--- src/rtl/lpc_pkg.sv ---
package lpc_pkg;
  typedef enum logic [1:0] {
    SEL_PER_LO = 2'd0,
    SEL_PER_HI = 2'd1,
    SEL_CTRL   = 2'd2,
    SEL_RSVD   = 2'd3
  } sel_e;

  localparam int CTRL_EN  = 0;
  localparam int CTRL_CLR = 1;
endpackage

--- src/rtl/lpc_regs.sv ---
module lpc_regs
  import lpc_pkg::*;
#(
  parameter  int CNT_W = 32,
  localparam int PER_W = 2 * CNT_W - 1
) (
  input  logic             clk_i,
  input  logic             rst_ni,
  input  logic             wr_en_i,
  input  logic [1:0]       wr_sel_i,
  input  logic [CNT_W-1:0] wr_data_i,
  output logic [PER_W-1:0] period_o,
  output logic             en_o,
  output logic             arm_o,
  output logic             clr_o
);
  logic [PER_W-1:0] period_q;
  logic             en_q;
  logic             ctrl_wr;

  assign ctrl_wr = wr_en_i && (wr_sel_i == SEL_CTRL);

  always_ff @(posedge clk_i or negedge rst_ni) begin
    if (!rst_ni) begin
      period_q <= '0;
      en_q     <= 1'b0;
    end else if (wr_en_i) begin
      unique case (wr_sel_i)
        SEL_PER_LO: period_q[CNT_W-1:0]     <= wr_data_i;
        SEL_PER_HI: period_q[PER_W-1:CNT_W] <= wr_data_i[CNT_W-2:0];
        SEL_CTRL:   en_q                    <= wr_data_i[CTRL_EN];
        default:    ;
      endcase
    end
  end

  // arm only on an off->on transition
  assign arm_o    = ctrl_wr && wr_data_i[CTRL_EN] && !en_q;
  assign clr_o    = ctrl_wr && wr_data_i[CTRL_CLR];
  assign en_o     = en_q;
  assign period_o = period_q;
endmodule

--- src/rtl/lpc_chunk_plan.sv ---
module lpc_chunk_plan #(
  parameter  int CNT_W = 32,
  localparam int REM_W = 2 * CNT_W
) (
  input  logic signed [REM_W-1:0] rem_i,
  output logic        [CNT_W-1:0] load_o,
  output logic        [CNT_W-1:0] len_o
);
  localparam logic [CNT_W-1:0] HALF_V = {1'b1, {(CNT_W-1){1'b0}}};

  logic big;

  // remaining >= half range: run a full pass
  assign big = !rem_i[REM_W-1] && (|rem_i[REM_W-2:CNT_W-1]);

  always_comb begin
    if (big) begin
      load_o = '0;
      len_o  = HALF_V;
    end else begin
      load_o = HALF_V - rem_i[CNT_W-1:0];
      len_o  = rem_i[CNT_W-1:0];
    end
  end
endmodule

--- src/rtl/lpc_irq_hold.sv ---
module lpc_irq_hold (
  input  logic clk_i,
  input  logic rst_ni,
  input  logic set_i,
  input  logic clr_i,
  output logic irq_o
);
  logic irq_q;

  always_ff @(posedge clk_i or negedge rst_ni) begin
    if (!rst_ni)    irq_q <= 1'b0;
    else if (set_i) irq_q <= 1'b1;
    else if (clr_i) irq_q <= 1'b0;
  end

  assign irq_o = irq_q;
endmodule

--- src/rtl/lpc_sampler.sv ---
module lpc_sampler #(
  parameter int CNT_W = 32
) (
  input  logic             clk_i,
  input  logic             rst_ni,
  input  logic             wr_en_i,
  input  logic [1:0]       wr_sel_i,
  input  logic [CNT_W-1:0] wr_data_i,
  input  logic             event_i,
  output logic             irq_o
);
  localparam int REM_W = 2 * CNT_W;
  localparam int PER_W = REM_W - 1;
  localparam int MSB   = CNT_W - 1;

  logic [PER_W-1:0]        period;
  logic                    en;
  logic                    arm;
  logic                    clr;
  logic signed [REM_W-1:0] period_eff;
  logic signed [REM_W-1:0] rem_q;
  logic signed [REM_W-1:0] rem_after;
  logic signed [REM_W-1:0] next_rem;
  logic [CNT_W-1:0]        cnt_q;
  logic [CNT_W-1:0]        len_q;
  logic [CNT_W-1:0]        plan_load;
  logic [CNT_W-1:0]        plan_len;
  logic                    ev;
  logic                    chunk_done;
  logic                    final_hit;

  lpc_regs #(.CNT_W(CNT_W)) u_regs (
    .clk_i    (clk_i),
    .rst_ni   (rst_ni),
    .wr_en_i  (wr_en_i),
    .wr_sel_i (wr_sel_i),
    .wr_data_i(wr_data_i),
    .period_o (period),
    .en_o     (en),
    .arm_o    (arm),
    .clr_o    (clr)
  );

  assign period_eff = (period == '0) ? REM_W'(1) : REM_W'(period);
  assign ev         = event_i && en;
  assign chunk_done = en && cnt_q[MSB];
  assign rem_after  = rem_q - $signed(REM_W'(len_q));
  assign final_hit  = chunk_done && (rem_after[REM_W-1] || rem_after == '0);
  assign next_rem   = (arm || final_hit) ? period_eff : rem_after;

  lpc_chunk_plan #(.CNT_W(CNT_W)) u_plan (
    .rem_i (next_rem),
    .load_o(plan_load),
    .len_o (plan_len)
  );

  always_ff @(posedge clk_i or negedge rst_ni) begin
    if (!rst_ni) begin
      cnt_q <= '0;
      rem_q <= '0;
      len_q <= '0;
    end else if (arm) begin
      cnt_q <= plan_load;
      rem_q <= next_rem;
      len_q <= plan_len;
    end else if (chunk_done) begin
      // reload pass; event in this cycle goes to the new pass
      cnt_q <= plan_load + CNT_W'(ev);
      rem_q <= next_rem;
      len_q <= plan_len;
    end else if (ev) begin
      cnt_q <= cnt_q + 1'b1;
    end
  end

  lpc_irq_hold u_irq (
    .clk_i (clk_i),
    .rst_ni(rst_ni),
    .set_i (final_hit),
    .clr_i (clr),
    .irq_o (irq_o)
  );
endmodule

--- config.mk ---
export PLATFORM = sky130hd
export DESIGN_NAME = lpc_sampler
export DESIGN_NICKNAME = d
export VERILOG_FILES = /design/src/rtl/lpc_pkg.sv /design/src/rtl/lpc_regs.sv /design/src/rtl/lpc_chunk_plan.sv /design/src/rtl/lpc_irq_hold.sv /design/src/rtl/lpc_sampler.sv
export SDC_FILE = /design/constraint.sdc
export NUM_CORES = 1
export LEC_CHECK = 0
export ABC_AREA = 1
export BUFFER_PORTS_ARGS = -buffer_cell sky130_fd_sc_hd__buf_4
export CAP_MARGIN = 5
export CORE_MARGIN = 2
export CORE_UTILIZATION = 30
export CTS_BUF_LIST = sky130_fd_sc_hd__clkbuf_8
export DETAILED_ROUTE_END_ITERATION = 10
export GPL_TIMING_DRIVEN = 0
export PLACE_DENSITY = 0.43
export SKIP_CTS_REPAIR_TIMING = 1
export SLEW_MARGIN = 20
export SYNTH_ARGS = -nofsm -noshare
export SYNTH_HDL_FRONTEND = slang
export SYNTH_SLANG_ARGS = --single-unit
--- constraint.sdc ---
create_clock -name clk_i -period 11.25 [get_ports clk_i]
set_input_delay 2.25 -clock clk_i [delete_from_list [all_inputs] [get_ports clk_i]]
set_output_delay 2.25 -clock clk_i [all_outputs]
set_load 0.005 [all_outputs]
Yosys cells after proc, flatten, opt, wreduce, memory -nomap -nowiden --
Cells that the tools add are included.
Word-level totals: flip-flop bits (word level) 193, input bits 38, output and inout port bits 1, word-level logic and storage cells 48
Cells by class: add/sub/neg operators 4, equal/unequal tests 2, muxes and demuxes 13, reductions and logical operators 22
Operators with widths (number):
- 2-to-1 mux 32 bit | 7
- 2-to-1 mux 64 bit | 3
- zero test 64 bit | 1
- subtractor 64 x 33 -> 64 bit | 1
- zero test 63 bit | 1
- 2-to-1 mux 63 bit | 1
- adder 32 x 1 -> 32 bit | 1
- adder 32 x 1 -> 32 bit (second input constant) | 1
- OR reduction 32 bit | 1
- subtractor 32 bit (first input constant) | 1
- logical AND 1 bit | 8
- AND reduction 2 bit | 3
- nonzero test 2 bit | 2
- nonzero test 3 bit | 1
- == test 2 x 1 -> 1 bit (second input constant) | 1
- == test 2 bit (second input constant) | 1
- zero test 1 bit | 2
- zero test 2 bit | 1
- logical OR 1 bit | 2
- 2-to-1 mux 1 bit | 2

Logic depth before layout (Yosys ltp) --
depth in word-level cells 12, gate-level depth with buffers 51, gate-level depth less buffers 49

Modules after synthesis --
From an unflattened synthesis, not the netlist that was laid out.
Unflattened totals: cells, all modules 2778, area, all modules 16888.7 sq um
By module, submodules not included:
- lpc_sampler | times used 1, cells each 2175, area an instance 12908.6 sq um, seq. area each 3203.1 sq um
- lpc_regs | times used 1, cells each 288, area an instance 2601.2 sq um, seq. area each 1601.5 sq um
- lpc_chunk_plan | times used 1, cells each 310, area an instance 1338.8 sq um, seq. area each 0.0 sq um
- lpc_irq_hold | times used 1, cells each 5, area an instance 40.0 sq um, seq. area each 25.0 sq um

Worst setup path before layout --
No wires, ideal clock.
kind in2reg, start point input wr_en_i, end point register cnt_q[24], library setup time 0.117 ns, arrival 5.891 ns, required time 11.133 ns, setup slack 5.241 ns, stages 33, path buffers 2, cell sequence nand2_1 -> nor2_1 -> inv_1 -> nor2_1 -> inv_1 -> nor2_1 -> clkinv_1 -> nand2_8 -> buf_8 -> nand2_1 -> nand2_1 -> nand2_1 -> nor2_1 -> nand2_1 -> nor2_1 -> nand2_2 -> nand2_8 -> buf_4 -> inv_1 -> nor2_1 -> ha_1 -> ha_1 -> inv_1 -> nor2_1 -> nand3_1 -> nor2_1 -> nand3_2 -> nor2_1 -> nand2_1 -> o21ai_1 -> nand2_1 -> nand3_1 -> nand2_1
Between the ends: longest elaborated chain between the ends 11, elaborated cells between the ends (all ways) 14, classes of those cells 2 x add/sub; 4 x mux; 8 x reduce/logical
Ends and longest elaborated chain:
- start, declared | RTL line lpc_sampler.sv:6 | input logic wr_en_i,
- logical AND 1 bit (*) | RTL line lpc_regs.sv:21 | assign ctrl_wr = wr_en_i && (wr_sel_i == SEL_CTRL);
- logical AND 1 bit (*) (2 in series) | RTL line lpc_regs.sv:38 | assign arm_o = ctrl_wr && wr_data_i[CTRL_EN] && !en_q;
- branches (longest 8 deep; another with subtractor 32 bit)
- end signal, assigned | RTL line lpc_sampler.sv:63 | cnt_q <= plan_load;
- end signal, assigned | RTL line lpc_sampler.sv:68 | cnt_q <= plan_load + CNT_W'(ev);
- end signal, assigned | RTL line lpc_sampler.sv:72 | cnt_q <= cnt_q + 1'b1;
- end, declared | RTL line lpc_sampler.sv:24 | logic [CNT_W-1:0] cnt_q;
Mark *: on every way between the ends. A chain may end at the register's enable or synchronous reset.

Worst setup path in the final report --
start point input wr_en_i, end point register cnt_q[20]
Same word-level chain as after synthesis.

==> impl_metrics.ini <==
[sta]
worst_pin_slew_ps = 944
fin_crit_sh_pct = 72.5
tns_ps = 0
fmax_mhz = 123
rsz0062_at_grt = no
setup_viol = 0
slew_viol_final = 0
period_minus_slack_ps = 8160
fin_ws_ps = 3090
hold_viol = 0
max-slew-margin-rel_pct = 37.0
worst_hold_slack_ps = 496
fin_skew_ps = 34.8

[clock_network]
cts.clk_slew.worst_paths_ps = 140
h-tree-depth = 4
numCtsBuffers = 17
cts_sinks = 193
clock_latency_ps = 620
cts.path.max_buffers = 2
clockRootBuffer = clkbuf_8
cts_tree = yes

[pwr]
p_total_mw = 5.85
cellPowerDensity_nw_per_um2 = 323
leakage_nw = 9.27
ir_drop_uv = 142

[cells_and_area]
multiInputGateArea_sq_um = 9490
fillCellCount = 6087
drive_above_1_share_pct = 8.50
area_delta_synth_final_pct = 10.4
fin_nets = 2885
final_core_util_pct = 33.5
seqCellArea_sq_um = 4830

[synthesis]
synth.most_common_cell = nand2_1
synth_area_per_cell_sq_um = 5.96
synth_common_cells = nand2_1 (1045), inv_1 (388), nor2_1 (238), nand3_1 (202), dfrtp_1 (193)
async_flop_share_pct = 100
synth_edf_count = 0
synth_area_leader_cell = dfrtp_1
synthDistinctLibCells = 46
ys.flop_type = dfrtp_1
yosysTopAreaCellShare_pct = 29.5
synth_area_leaders = dfrtp_1 (29%), nand2_1 (24%), inv_1 (8.9%)
syn-cell-area_sq_um = 16400
yosysWarnings = 0
ys_seq_area_share_pct = 29.5
synth_nets = 2826
syn_inst = 2750
synth_seq_cells = 193

[placed_design]
portBuffers = 38
hpwl_microns = 55900
post-place-ws_ps = 2560
place_congestion = 0.918

[status]
status = complete, no violations

[detailed_routing]
drt_iter0_markers = 1403
vias_per_cell = 4.89
vias = 17200
ant_nets = 0
dr.pass1.iters = 5
drc = 0
wl_microns = 66700
wl_per_cell_microns = 18.9

[floorplan]
num_io_pins = 39
die_area_sq_um = 56500
die_x_microns = 238
placement_rows = 85
core-area_sq_um = 53900
start_util_pct = 30.4
fp.dieH_microns = 238

[global_route]
grt_pass1_wl_microns = 101000
first_global_vias = 16500
grt_overflow = 0
globalRouteTotalUtil_pct = 24.1
grt_max_degree = 95
antenna_found_initial = 0

[worst_setup_path]
critPathLaunchType = input pin
arrival_ps = 8660
crit_path_max_fanout = 10
cp_data_required_time_ps = 11750
critical_path_class = in -> reg
critPathCaptureType = register
crit_path_top_delay_cell = nor2_1
crit_family = simple AND/OR/NAND/NOR gates
crit_top_cell = nor2_1
max_stage_delay_ps = 700
critPathBufInv = 8

[worst_hold_path]
min_path_type = reg -> reg

[flow_run]
max_cap_violations = 0
[worst register-to-register path: cells and delay by family, from the launching register on]
family                   cells  cell delay, ps
buffers and inverters        5             650
flip-flops                   1             370
adder cells (fa/ha/maj)      4            1220
AND/OR/NAND/NOR             34            4960
AO/OA/AOI/OAI                2             700
[metrics by stage]
| stage | instance area, sq um | std cells |
|---|---|---|
| 2_1_floorplan | 16400 | 2750 |
| 3_3_place_gp | 17500 | 3484 |
| 3_5_place_dp | 17600 | 3486 |
| 4_1_cts | 18100 | 3518 |
| 5_1_grt | 18100 | 3518 |
| 6_report | 18100 | 3519 |
[per-layer routing]
metal / vias up / part of all wire, % / global-route usage [%]
met4: 0 / 2.7 / 7.70
met2: 401 / 45 / 39.1
met1: 8078 / 48 / 33.1
li1: 8686 / - / -
met3: 60 / 4.1 / 3.11
met5: - / 0 / 0
[flip-flops by register name, indices dropped and copies added (netlist names)]
signal,cells
cnt_q,32
u_irq.irq_o,1
u_regs.en_o,1
u_regs.period_o,63
rem_q,64
len_q,32
[power by group]
group	switching (mW)	internal [mW]
clock	0.362	0.189
sequential	0.191	0.880
combinational	3.04	1.19
[placed cells by master, fill, tap and decap left out, types with 43 or more instances in the layout]
master,n
nand3_1,202
clkbuf_1,45
dfrtp_1,193
buf_4,43
a21oi_1,57
nand2_1,1045
nor2_1,238
o21ai_0,144
inv_2,56
inv_1,388
[final cells by class]
| cell class | instances | area share [%] |
|---|---|---|
| repair buffers | 40 | 1.92 |
| clock inverters | 15 | 1.34 |
| inverters | 453 | 9.41 |
| diodes | 1 | 0.0138 |
| well taps | 696 | 4.82 |
| multi-input cells | 2032 | 52.5 |
| plain buffers | 72 | 1.99 |
| flip-flops and latches | 193 | 26.7 |
| clock buffers | 17 | 1.29 |
[final timing paths]
path | startpoint | end | slack (ps) | cells past startpoint
worst max-delay path | wr_en_i | cnt_q[20] | 3090 | 34
worst min-delay path | cnt_q[29] | cnt_q[29] | 500 | 2
worst max register to register | rem_q[0] | cnt_q[20] | 3280 | 45
worst min register to register | cnt_q[29] | cnt_q[29] | 500 | 2
max in group asynchronous | rst_ni | u_regs.period_o[3] | 8550 | 3
min in group asynchronous | rst_ni | rem_q[14] | 1550 | 1
[kinds of logic after synthesis]
kind of cell             count (synthesis)  synth area share, %
AND/OR/NAND/NOR                       1690                 44.4
buffers and inverters                  525                 12.6
AO/OA/AOI/OAI                          274                 8.87
flip-flops                             193                 29.5
adder cells (fa/ha/maj)                 38                 2.95
XOR/XNOR                                30                 1.70
No activity file was read; power rests on OpenSTA's default activity.
